==> src/rtl/kbc_pkg.sv <==
package kbc_pkg;
   localparam int BYTE_W = 8;

   // command codes recognised by the engine
   localparam logic [BYTE_W-1:0] CMD_RD_PORT = 8'hD0;
   localparam logic [BYTE_W-1:0] CMD_WR_PORT = 8'hD1;

   // status byte bit positions
   localparam int ST_IN_FULL  = 1;
   localparam int ST_OUT_FULL = 0;

   typedef enum logic [1:0] {
      ACT_NONE,
      ACT_LOAD_OBUF,
      ACT_ARM,
      ACT_STORE_PORT
   } act_e;

   typedef struct packed {
      logic              is_cmd;
      logic [BYTE_W-1:0] val;
   } in_entry_t;
endpackage

==> src/rtl/kbc_host_if.sv <==
module kbc_host_if
   import kbc_pkg::*;
#(
   parameter int                ADDR_W    = 8,
   parameter logic [ADDR_W-1:0] CMD_ADDR  = 8'h64,
   parameter logic [ADDR_W-1:0] DATA_ADDR = 8'h60
) (
   input  logic              cs,
   input  logic [ADDR_W-1:0] addr,
   input  logic              rd,
   input  logic              wr,
   input  logic              in_full,
   input  logic              out_full,
   input  logic [BYTE_W-1:0] obuf,
   output logic              wr_take,
   output logic              wr_is_cmd,
   output logic              rd_pop,
   output logic [BYTE_W-1:0] rdata
);
   logic hit_cmd, hit_data;

   assign hit_cmd   = cs && (addr == CMD_ADDR);
   assign hit_data  = cs && (addr == DATA_ADDR);
   assign wr_take   = wr && (hit_cmd || hit_data) && !in_full;
   assign wr_is_cmd = hit_cmd;
   assign rd_pop    = rd && hit_data;

   always_comb begin
      rdata = '0;
      if (rd && hit_cmd) begin
         rdata[ST_IN_FULL]  = in_full;
         rdata[ST_OUT_FULL] = out_full;
      end else if (rd && hit_data) begin
         rdata = obuf;
      end
   end
endmodule

==> src/rtl/kbc_busy_timer.sv <==
module kbc_busy_timer #(
   parameter int BUSY_CYC = 4
) (
   input  logic clk,
   input  logic rst_n,
   input  logic start,
   output logic busy,
   output logic done
);
   generate
      if (BUSY_CYC == 1) begin : g_single
         always_ff @(posedge clk or negedge rst_n) begin
            if (!rst_n)     busy <= 1'b0;
            else if (start) busy <= 1'b1;
            else if (busy)  busy <= 1'b0;
         end
         assign done = busy;
      end else begin : g_count
         localparam int CNT_W = $clog2(BUSY_CYC);
         localparam logic [CNT_W-1:0] LOAD = CNT_W'(BUSY_CYC - 1);
         logic [CNT_W-1:0] cnt;

         always_ff @(posedge clk or negedge rst_n) begin
            if (!rst_n) begin
               busy <= 1'b0;
               cnt  <= '0;
            end else if (start) begin
               busy <= 1'b1;
               cnt  <= LOAD;
            end else if (busy) begin
               if (cnt == '0) busy <= 1'b0;
               else           cnt  <= cnt - 1'b1;
            end
         end
         assign done = busy && (cnt == '0);
      end
   endgenerate
endmodule

==> src/rtl/kbc_cmd_engine.sv <==
module kbc_cmd_engine
   import kbc_pkg::*;
#(
   parameter logic [BYTE_W-1:0] OUTPORT_RST = 8'h01
) (
   input  logic              clk,
   input  logic              rst_n,
   input  logic              take,
   input  logic              take_is_cmd,
   input  logic [BYTE_W-1:0] take_val,
   input  logic              done,
   input  logic              pop,
   output logic [BYTE_W-1:0] outport,
   output logic [BYTE_W-1:0] obuf,
   output logic              out_full
);
   in_entry_t held;
   logic      armed;
   act_e      act;

   function automatic act_e decode(input in_entry_t e, input logic arm);
      if (e.is_cmd) begin
         if (e.val == CMD_RD_PORT)      return ACT_LOAD_OBUF;
         else if (e.val == CMD_WR_PORT) return ACT_ARM;
         else                           return ACT_NONE;
      end
      return arm ? ACT_STORE_PORT : ACT_NONE;
   endfunction

   assign act = done ? decode(held, armed) : ACT_NONE;

   always_ff @(posedge clk or negedge rst_n) begin
      if (!rst_n) held <= '0;
      else if (take) held <= '{is_cmd: take_is_cmd, val: take_val};
   end

   always_ff @(posedge clk or negedge rst_n) begin
      if (!rst_n) begin
         armed   <= 1'b0;
         outport <= OUTPORT_RST;
      end else if (done) begin
         // every processed byte settles the armed state
         armed <= (act == ACT_ARM);
         if (act == ACT_STORE_PORT) outport <= held.val;
      end
   end

   always_ff @(posedge clk or negedge rst_n) begin
      if (!rst_n) begin
         obuf     <= '0;
         out_full <= 1'b0;
      end else if (act == ACT_LOAD_OBUF) begin
         obuf     <= outport;
         out_full <= 1'b1;
      end else if (pop) begin
         out_full <= 1'b0;
      end
   end
endmodule

==> src/rtl/legacy_gate_ctrl.sv <==
module legacy_gate_ctrl
   import kbc_pkg::*;
#(
   parameter int                ADDR_W      = 8,
   parameter logic [ADDR_W-1:0] CMD_ADDR    = 8'h64,
   parameter logic [ADDR_W-1:0] DATA_ADDR   = 8'h60,
   parameter int                BUSY_CYC    = 4,
   parameter logic [7:0]        OUTPORT_RST = 8'h01,
   parameter int                GATE_BIT    = 1
) (
   input  logic              clk,
   input  logic              rst_n,
   input  logic              cs,
   input  logic [ADDR_W-1:0] addr,
   input  logic              rd,
   input  logic              wr,
   input  logic [7:0]        wdata,
   output logic [7:0]        rdata,
   output logic              gate_en
);
   initial begin
      if (BUSY_CYC < 1)            $error("BUSY_CYC must be at least 1");
      if (CMD_ADDR == DATA_ADDR)   $error("port addresses must differ");
      if (GATE_BIT >= BYTE_W)      $error("GATE_BIT out of range");
      if (OUTPORT_RST[GATE_BIT])   $error("gate must reset disabled");
   end

   logic              in_full, out_full, done;
   logic              wr_take, wr_is_cmd, rd_pop;
   logic [BYTE_W-1:0] outport, obuf;

   kbc_host_if #(
      .ADDR_W(ADDR_W), .CMD_ADDR(CMD_ADDR), .DATA_ADDR(DATA_ADDR)
   ) u_if (
      .cs(cs), .addr(addr), .rd(rd), .wr(wr),
      .in_full(in_full), .out_full(out_full), .obuf(obuf),
      .wr_take(wr_take), .wr_is_cmd(wr_is_cmd), .rd_pop(rd_pop),
      .rdata(rdata)
   );

   kbc_busy_timer #(.BUSY_CYC(BUSY_CYC)) u_tmr (
      .clk(clk), .rst_n(rst_n), .start(wr_take),
      .busy(in_full), .done(done)
   );

   kbc_cmd_engine #(.OUTPORT_RST(OUTPORT_RST)) u_eng (
      .clk(clk), .rst_n(rst_n),
      .take(wr_take), .take_is_cmd(wr_is_cmd), .take_val(wdata),
      .done(done), .pop(rd_pop),
      .outport(outport), .obuf(obuf), .out_full(out_full)
   );

   assign gate_en = outport[GATE_BIT];
endmodule

==> config.mk <==
export PLATFORM = sky130hd
export DESIGN_NAME = legacy_gate_ctrl
export DESIGN_NICKNAME = d
export VERILOG_FILES = /design/src/rtl/kbc_pkg.sv /design/src/rtl/kbc_host_if.sv /design/src/rtl/kbc_busy_timer.sv /design/src/rtl/kbc_cmd_engine.sv /design/src/rtl/legacy_gate_ctrl.sv
export SDC_FILE = /design/constraint.sdc
export NUM_CORES = 1
export LEC_CHECK = 0
export BUFFER_PORTS_ARGS = -buffer_cell sky130_fd_sc_hd__buf_2
export CAP_MARGIN = 20
export CORE_UTILIZATION = 52
export DETAILED_ROUTE_END_ITERATION = 7
export PLACE_DENSITY = 0.78
export SYNTH_ARGS = -nofsm -noshare
export SYNTH_HDL_FRONTEND = slang
export SYNTH_SLANG_ARGS = --single-unit
==> constraint.sdc <==
create_clock -name clk -period 2.72 [get_ports clk]
set_input_delay 0.272 -clock clk [delete_from_list [all_inputs] [get_ports clk]]
set_output_delay 0.272 -clock clk [all_outputs]
set_load 0.02 [all_outputs]
After elaboration in Yosys (flattened, before gate mapping)
Index checks and enable logic that the tools add are counted.
{"block": "classes", "magnitude_cmp": 0, "shifts": 0, "multipliers": 0, "div_mod_pow": 0, "addsub": 1, "mux": 18, "eq_ne": 8, "reduce_logical": 14, "bitwise": 0}
{"op": "$mux 2", "n": 10}
{"op": "$eq 8x7->1 const B", "n": 2}
{"op": "$eq 8x8->1 const B", "n": 2}
{"op": "$mux 8", "n": 1}
{"op": "$logic_and 1x1->1", "n": 7}
{"op": "$mux 1", "n": 6}
{"op": "$mux 6", "n": 1}
{"op": "$eq 2x2->1 const B", "n": 2}
{"op": "$reduce_and 2->1", "n": 2}
{"op": "$reduce_bool 2->1", "n": 2}
{"op": "$eq 2x1->1 const B", "n": 1}
{"op": "$logic_not 2->1", "n": 1}
{"op": "$ne 2x1->1 const B", "n": 1}
{"op": "$sub 2x1->2 const B", "n": 1}
{"op": "$logic_not 1->1", "n": 1}
{"op": "$logic_or 1x1->1", "n": 1}
{"block": "totals", "mem_bits_ro": 0, "latchBits": 0, "ramBits": 0, "wordCells": 49, "in_bits": 21, "reg_bits": 30, "output_inout_bits": 9, "n_memories": 0}

Longest topological paths before layout
{"block": "logic_depth", "depth_word": 8, "mapped_depth": 5, "depth_no_buf": 5}

By module
Synthesis repeated with hierarchy kept, for this count alone.
{"block": "unflattened", "hier_cells": 103, "area_unflattened_um2": 1415.1}
{"mod": "kbc_cmd_engine", "area_each_um2": 1042.2, "n_inst": 1, "cells_each": 62, "seq_area_each_um2": 676.9}
{"mod": "kbc_host_if", "area_each_um2": 214.0, "n_inst": 1, "cells_each": 26, "seq_area_each_um2": 0.0}
{"mod": "kbc_busy_timer", "area_each_um2": 158.9, "n_inst": 1, "cells_each": 15, "seq_area_each_um2": 75.1}

Worst setup path after synthesis
Ideal clock, no wire load.
{"block": "synth_timing", "path_type": "register to register", "from": "register u_eng.held[3] (netlist bit)", "to": "register u_eng.obuf[0]", "period_less_slack_ps": 1891, "t_arrival_ps": 1766, "stages_incl_launch_ff": 4, "setup_slack_ps": 829, "setup_ps": 125, "path_buffers": 0, "required_ps": 2595, "path_cell_list": "dfrtp_1 -> or4b_4 -> nor4_4 -> mux2_2"}
{"block": "synth_between", "elab_chain_cells": 7, "word_cells_on_any_way": 8, "cone_classes": "3 x eq/ne; 5 x mux"}
{"item": "start: declaration", "line": "kbc_cmd_engine.sv:17", "rtl": "in_entry_t held;"}
{"item": "start signal: assignment", "line": "kbc_cmd_engine.sv:34", "rtl": "else if (take) held <= '{is_cmd: take_is_cmd, val: take_val};"}
{"item": "$eq 8x8->1", "line": "kbc_cmd_engine.sv:24", "rtl": "else if (e.val == CMD_WR_PORT) return ACT_ARM;"}
{"item": "$mux 2", "line": "kbc_cmd_engine.sv:24"}
{"item": "$mux 2 *", "line": "kbc_cmd_engine.sv:23", "rtl": "if (e.val == CMD_RD_PORT) return ACT_LOAD_OBUF;"}
{"item": "$mux 2 *", "line": "kbc_cmd_engine.sv:22", "rtl": "if (e.is_cmd) begin"}
{"item": "$mux 2 *", "line": "kbc_cmd_engine.sv:27", "rtl": "return arm ? ACT_STORE_PORT : ACT_NONE;"}
{"item": "$mux 2 *", "line": "kbc_cmd_engine.sv:30", "rtl": "assign act = done ? decode(held, armed) : ACT_NONE;"}
{"item": "$eq 2x1->1 *", "line": "kbc_cmd_engine.sv:52", "rtl": "end else if (act == ACT_LOAD_OBUF) begin"}
{"item": "end signal: assignment", "line": "kbc_cmd_engine.sv:53", "rtl": "obuf <= outport;"}
{"item": "end: declaration", "line": "kbc_cmd_engine.sv:14", "rtl": "output logic [BYTE_W-1:0] obuf,"}
Every way passes the cells marked *; elsewhere a longest branch is shown, timed or not. The select of a mux whose other input is x is not followed.
A chain may end at the register's enable or synchronous reset.

Final worst setup path
{"block": "layout_timing", "from": "register u_eng.held[3] (netlist bit)", "to": "register u_eng.obuf[6]"}
Same word-level chain as after synthesis.

==> results.yml <==
pwr:
  power_density_mw_per_mm2: 488
  p_total_mw: 0.743
  peakVddDrop_v: 0.000322
  p_leak_nw: 0.811
clocking:
  clkLatencyLatePin_ns: 0.32
  numCtsBuffers: 5
  cts_tree: "done"
  postCtsResizedCells: 0
  clockRootBuffer: "clkbuf_4"
  max-clock-path-buffers: 2
  cts_max_level: 2
  cts.clk_slew.worst_paths_ns: 0.08
  cts.sinks: 30
synthesis:
  yosys-top-cells-area: "dfrtp_1 (56%), mux2_2 (22%), and2_1 (2.9%)"
  synth_top_cell_by_area: "dfrtp_1"
  ys_ff_latch: 30
  synth-edff-count: 0
  synthCells: 90
  yosysMostFrequentCell: "dfrtp_1"
  ys_warn_count: 0
  postSynthAreaPerCell_sq_um: 14.3
  synthesis.area_sq_mm: 0.00129
  ys_types: 21
  yosysSeqAreaShare: 0.583
  syn_nets: 112
  synth_common_cells: "dfrtp_1 (29), mux2_2 (25), and2_1 (6)"
  synthArstFlopShare: 1.00
  synthDominantCellAreaShare: 0.563
  synth_top_flop_cell: "dfrtp_1"
timing:
  rsz0062_at_grt: "no"
  drv_slew: 0
  max_slew.worst_pin.slew_ns: 0.651
  post-route-period-util: 0.745
  tns_ns: 0
  max_freq_ghz: 0.494
  relSlewSlack: 0.566
  fin_crit_ns: 2.03
  clock_skew_ns: 0.00873
  setup_viol: 0
  finalHoldViolCount: 0
min_path:
  whs_path_depth: 2
  hold_end: "u_eng.held[2]"
  hp-class: "in2reg"
  min_from: "wdata[2]"
layout:
  drive_gt1_frac: 0.488
  nets: 148
  n_antenna_cell: 0
  area_growth_pct: 18.2
  fillers: 178
routing:
  firstDrtPassIters: 4
  vias: 828
  drtAntennaViolNets: 0
  vias_per_cell: 5.34
  drc: 0
  drt_iter0_drc: 2
  drt-total-wl_um: 2150
  wl_per_cell_um: 13.9
floorplan:
  start_util: 0.566
  io_pins: 30
  die_area_sq_mm: 0.00268
  core.rowCount: 17
  coreArea_sq_mm: 0.00228
  die_x_um: 51.8
  die_h_um: 51.8
worst_setup_path:
  cp_max_fo: 9
  reg2reg_depth: 3
  reg2reg_slack_ns: 0.69
  regToRegStartpoint: "u_eng.held[3]"
  cp_data_required_time_ns: 2.92
  cp-start-kind: "flip-flop"
  critPathCaptureType: "flip-flop"
  path_class: "reg2reg"
  r2r-end: "u_eng.obuf[6]"
  crit_arrival_ns: 2.23
global_route:
  grt_pass1_vias: 790
  grt_pass1_wl_um: 3500
  grtUsageTotal: 0.189
  overflow: 0
  antenna_found_initial: 0
  grt_max_degree: 31
status:
  outcome: "finished clean"
job:
  drv_cap: 0
placement:
  portBuffers: 29
  hpwlAfterDp_um: 1660
  gp_congestion: 0.740
worst max-delay path by stage:
stage	from	endpoint	slack, ns	cells after the start
floorplan	u_eng.held[3]	u_eng.obuf[0]	0.83	3
global placement	u_eng.held[3]	u_eng.obuf[5]	0.73	3
detailed placement	u_eng.held[3]	u_eng.obuf[6]	0.68	3
CTS	u_eng.held[3]	u_eng.obuf[6]	0.68	3
global route	u_eng.held[3]	u_eng.obuf[6]	0.64	3
finish	u_eng.held[3]	u_eng.obuf[6]	0.69	3
flip-flops by register name, summed over array words and instances (netlist names):
signal	flops
u_eng.outport	8
u_eng.armed	1
u_tmr.g_count.cnt	2
u_eng.obuf	8
u_eng.held	9
u_tmr.busy	1
u_eng.out_full	1
stage by stage:
stage,hold slack [ns],instances,utilization,area (sq um),setup slack [ns]
detailed placement,0.338,146,0.643,1460,0.681
CTS,0.175,155,0.669,1520,0.677
global route,0.176,155,0.669,1520,0.638
global placement,0.327,146,0.643,1460,0.729
floorplan,-0.0236,90,-,1290,0.829
finish,0.190,155,0.669,1520,0.695
worst max-delay path, stage by stage, from the launching register on:
cell and delay [ns]:
dfrtp_1 0.39, or4b_4 0.57, nor4_4 0.55, mux2_2 0.40
final cells by class:
cell class	count	area, sq um	area share
clock buffers	8	48.8	0.0320
inverters	3	11.3	0.00740
multi-input cells	56	520	0.342
flip-flops and latches	30	752	0.494
well taps	28	35.0	0.0230
repair buffers	30	155	0.102
per-layer routing:
metal | routed length [um] | global-route usage | vias to the layer above | share of wire
li1 | - | - | 398 | -
met1 | 999 | 0.237 | 395 | 0.46
met2 | 1020 | 0.301 | 28 | 0.47
met3 | 90 | 0.0526 | 7 | 0.042
met4 | 43 | 0.0946 | 0 | 0.020
met5 | 0 | 0 | - | 0
cell usage in the layout, fill, tap and decap left out, drive strengths merged:
master / netlist / final
mux2i: 2 / 2
and4b: 3 / 3
nand4b: 2 / 2
buf: 1 / 29
nor4: 2 / 2
xnor2: 1 / 1
a211o: 1 / 1
nand2b: 3 / 3
mux2: 25 / 25
ha: 1 / 1
or4b: 1 / 1
nand3: 2 / 2
dfrtp: 29 / 29
and2: 6 / 6
o31ai: 1 / 1
dlygate4sd3: 0 / 1
clkbuf: 0 / 8
o21bai: 1 / 1
nor2: 3 / 3
inv: 3 / 3
dfstp: 1 / 1
nand2: 2 / 2
where the power goes:
part | total, mW | internal, mW | switching, mW
clock network | 0.235 | 0.103 | 0.132
registers | 0.462 | 0.455 | 0.00677
logic | 0.0460 | 0.0246 | 0.0214
logic make-up (layout without fill, tap and decap cells):
family	Yosys count	after routing	share of synthesized area
DFF	30	30	0.584
buffers and inverters	4	41	0.0126
adders and majority gates	1	1	0.00971
xor gates and xnor gates	1	1	0.00680
AOI/OAI and AO/OA	3	3	0.0185
and+or+nand+nor	24	24	0.135
muxes	27	27	0.234
repair_timing:
item                                   4_1_cts  5_1_grt
endpoints found under the hold margin       29        0
setup buffers                                0        0
hold buffers                                 1        0
(Power assumes the default switching activity.)
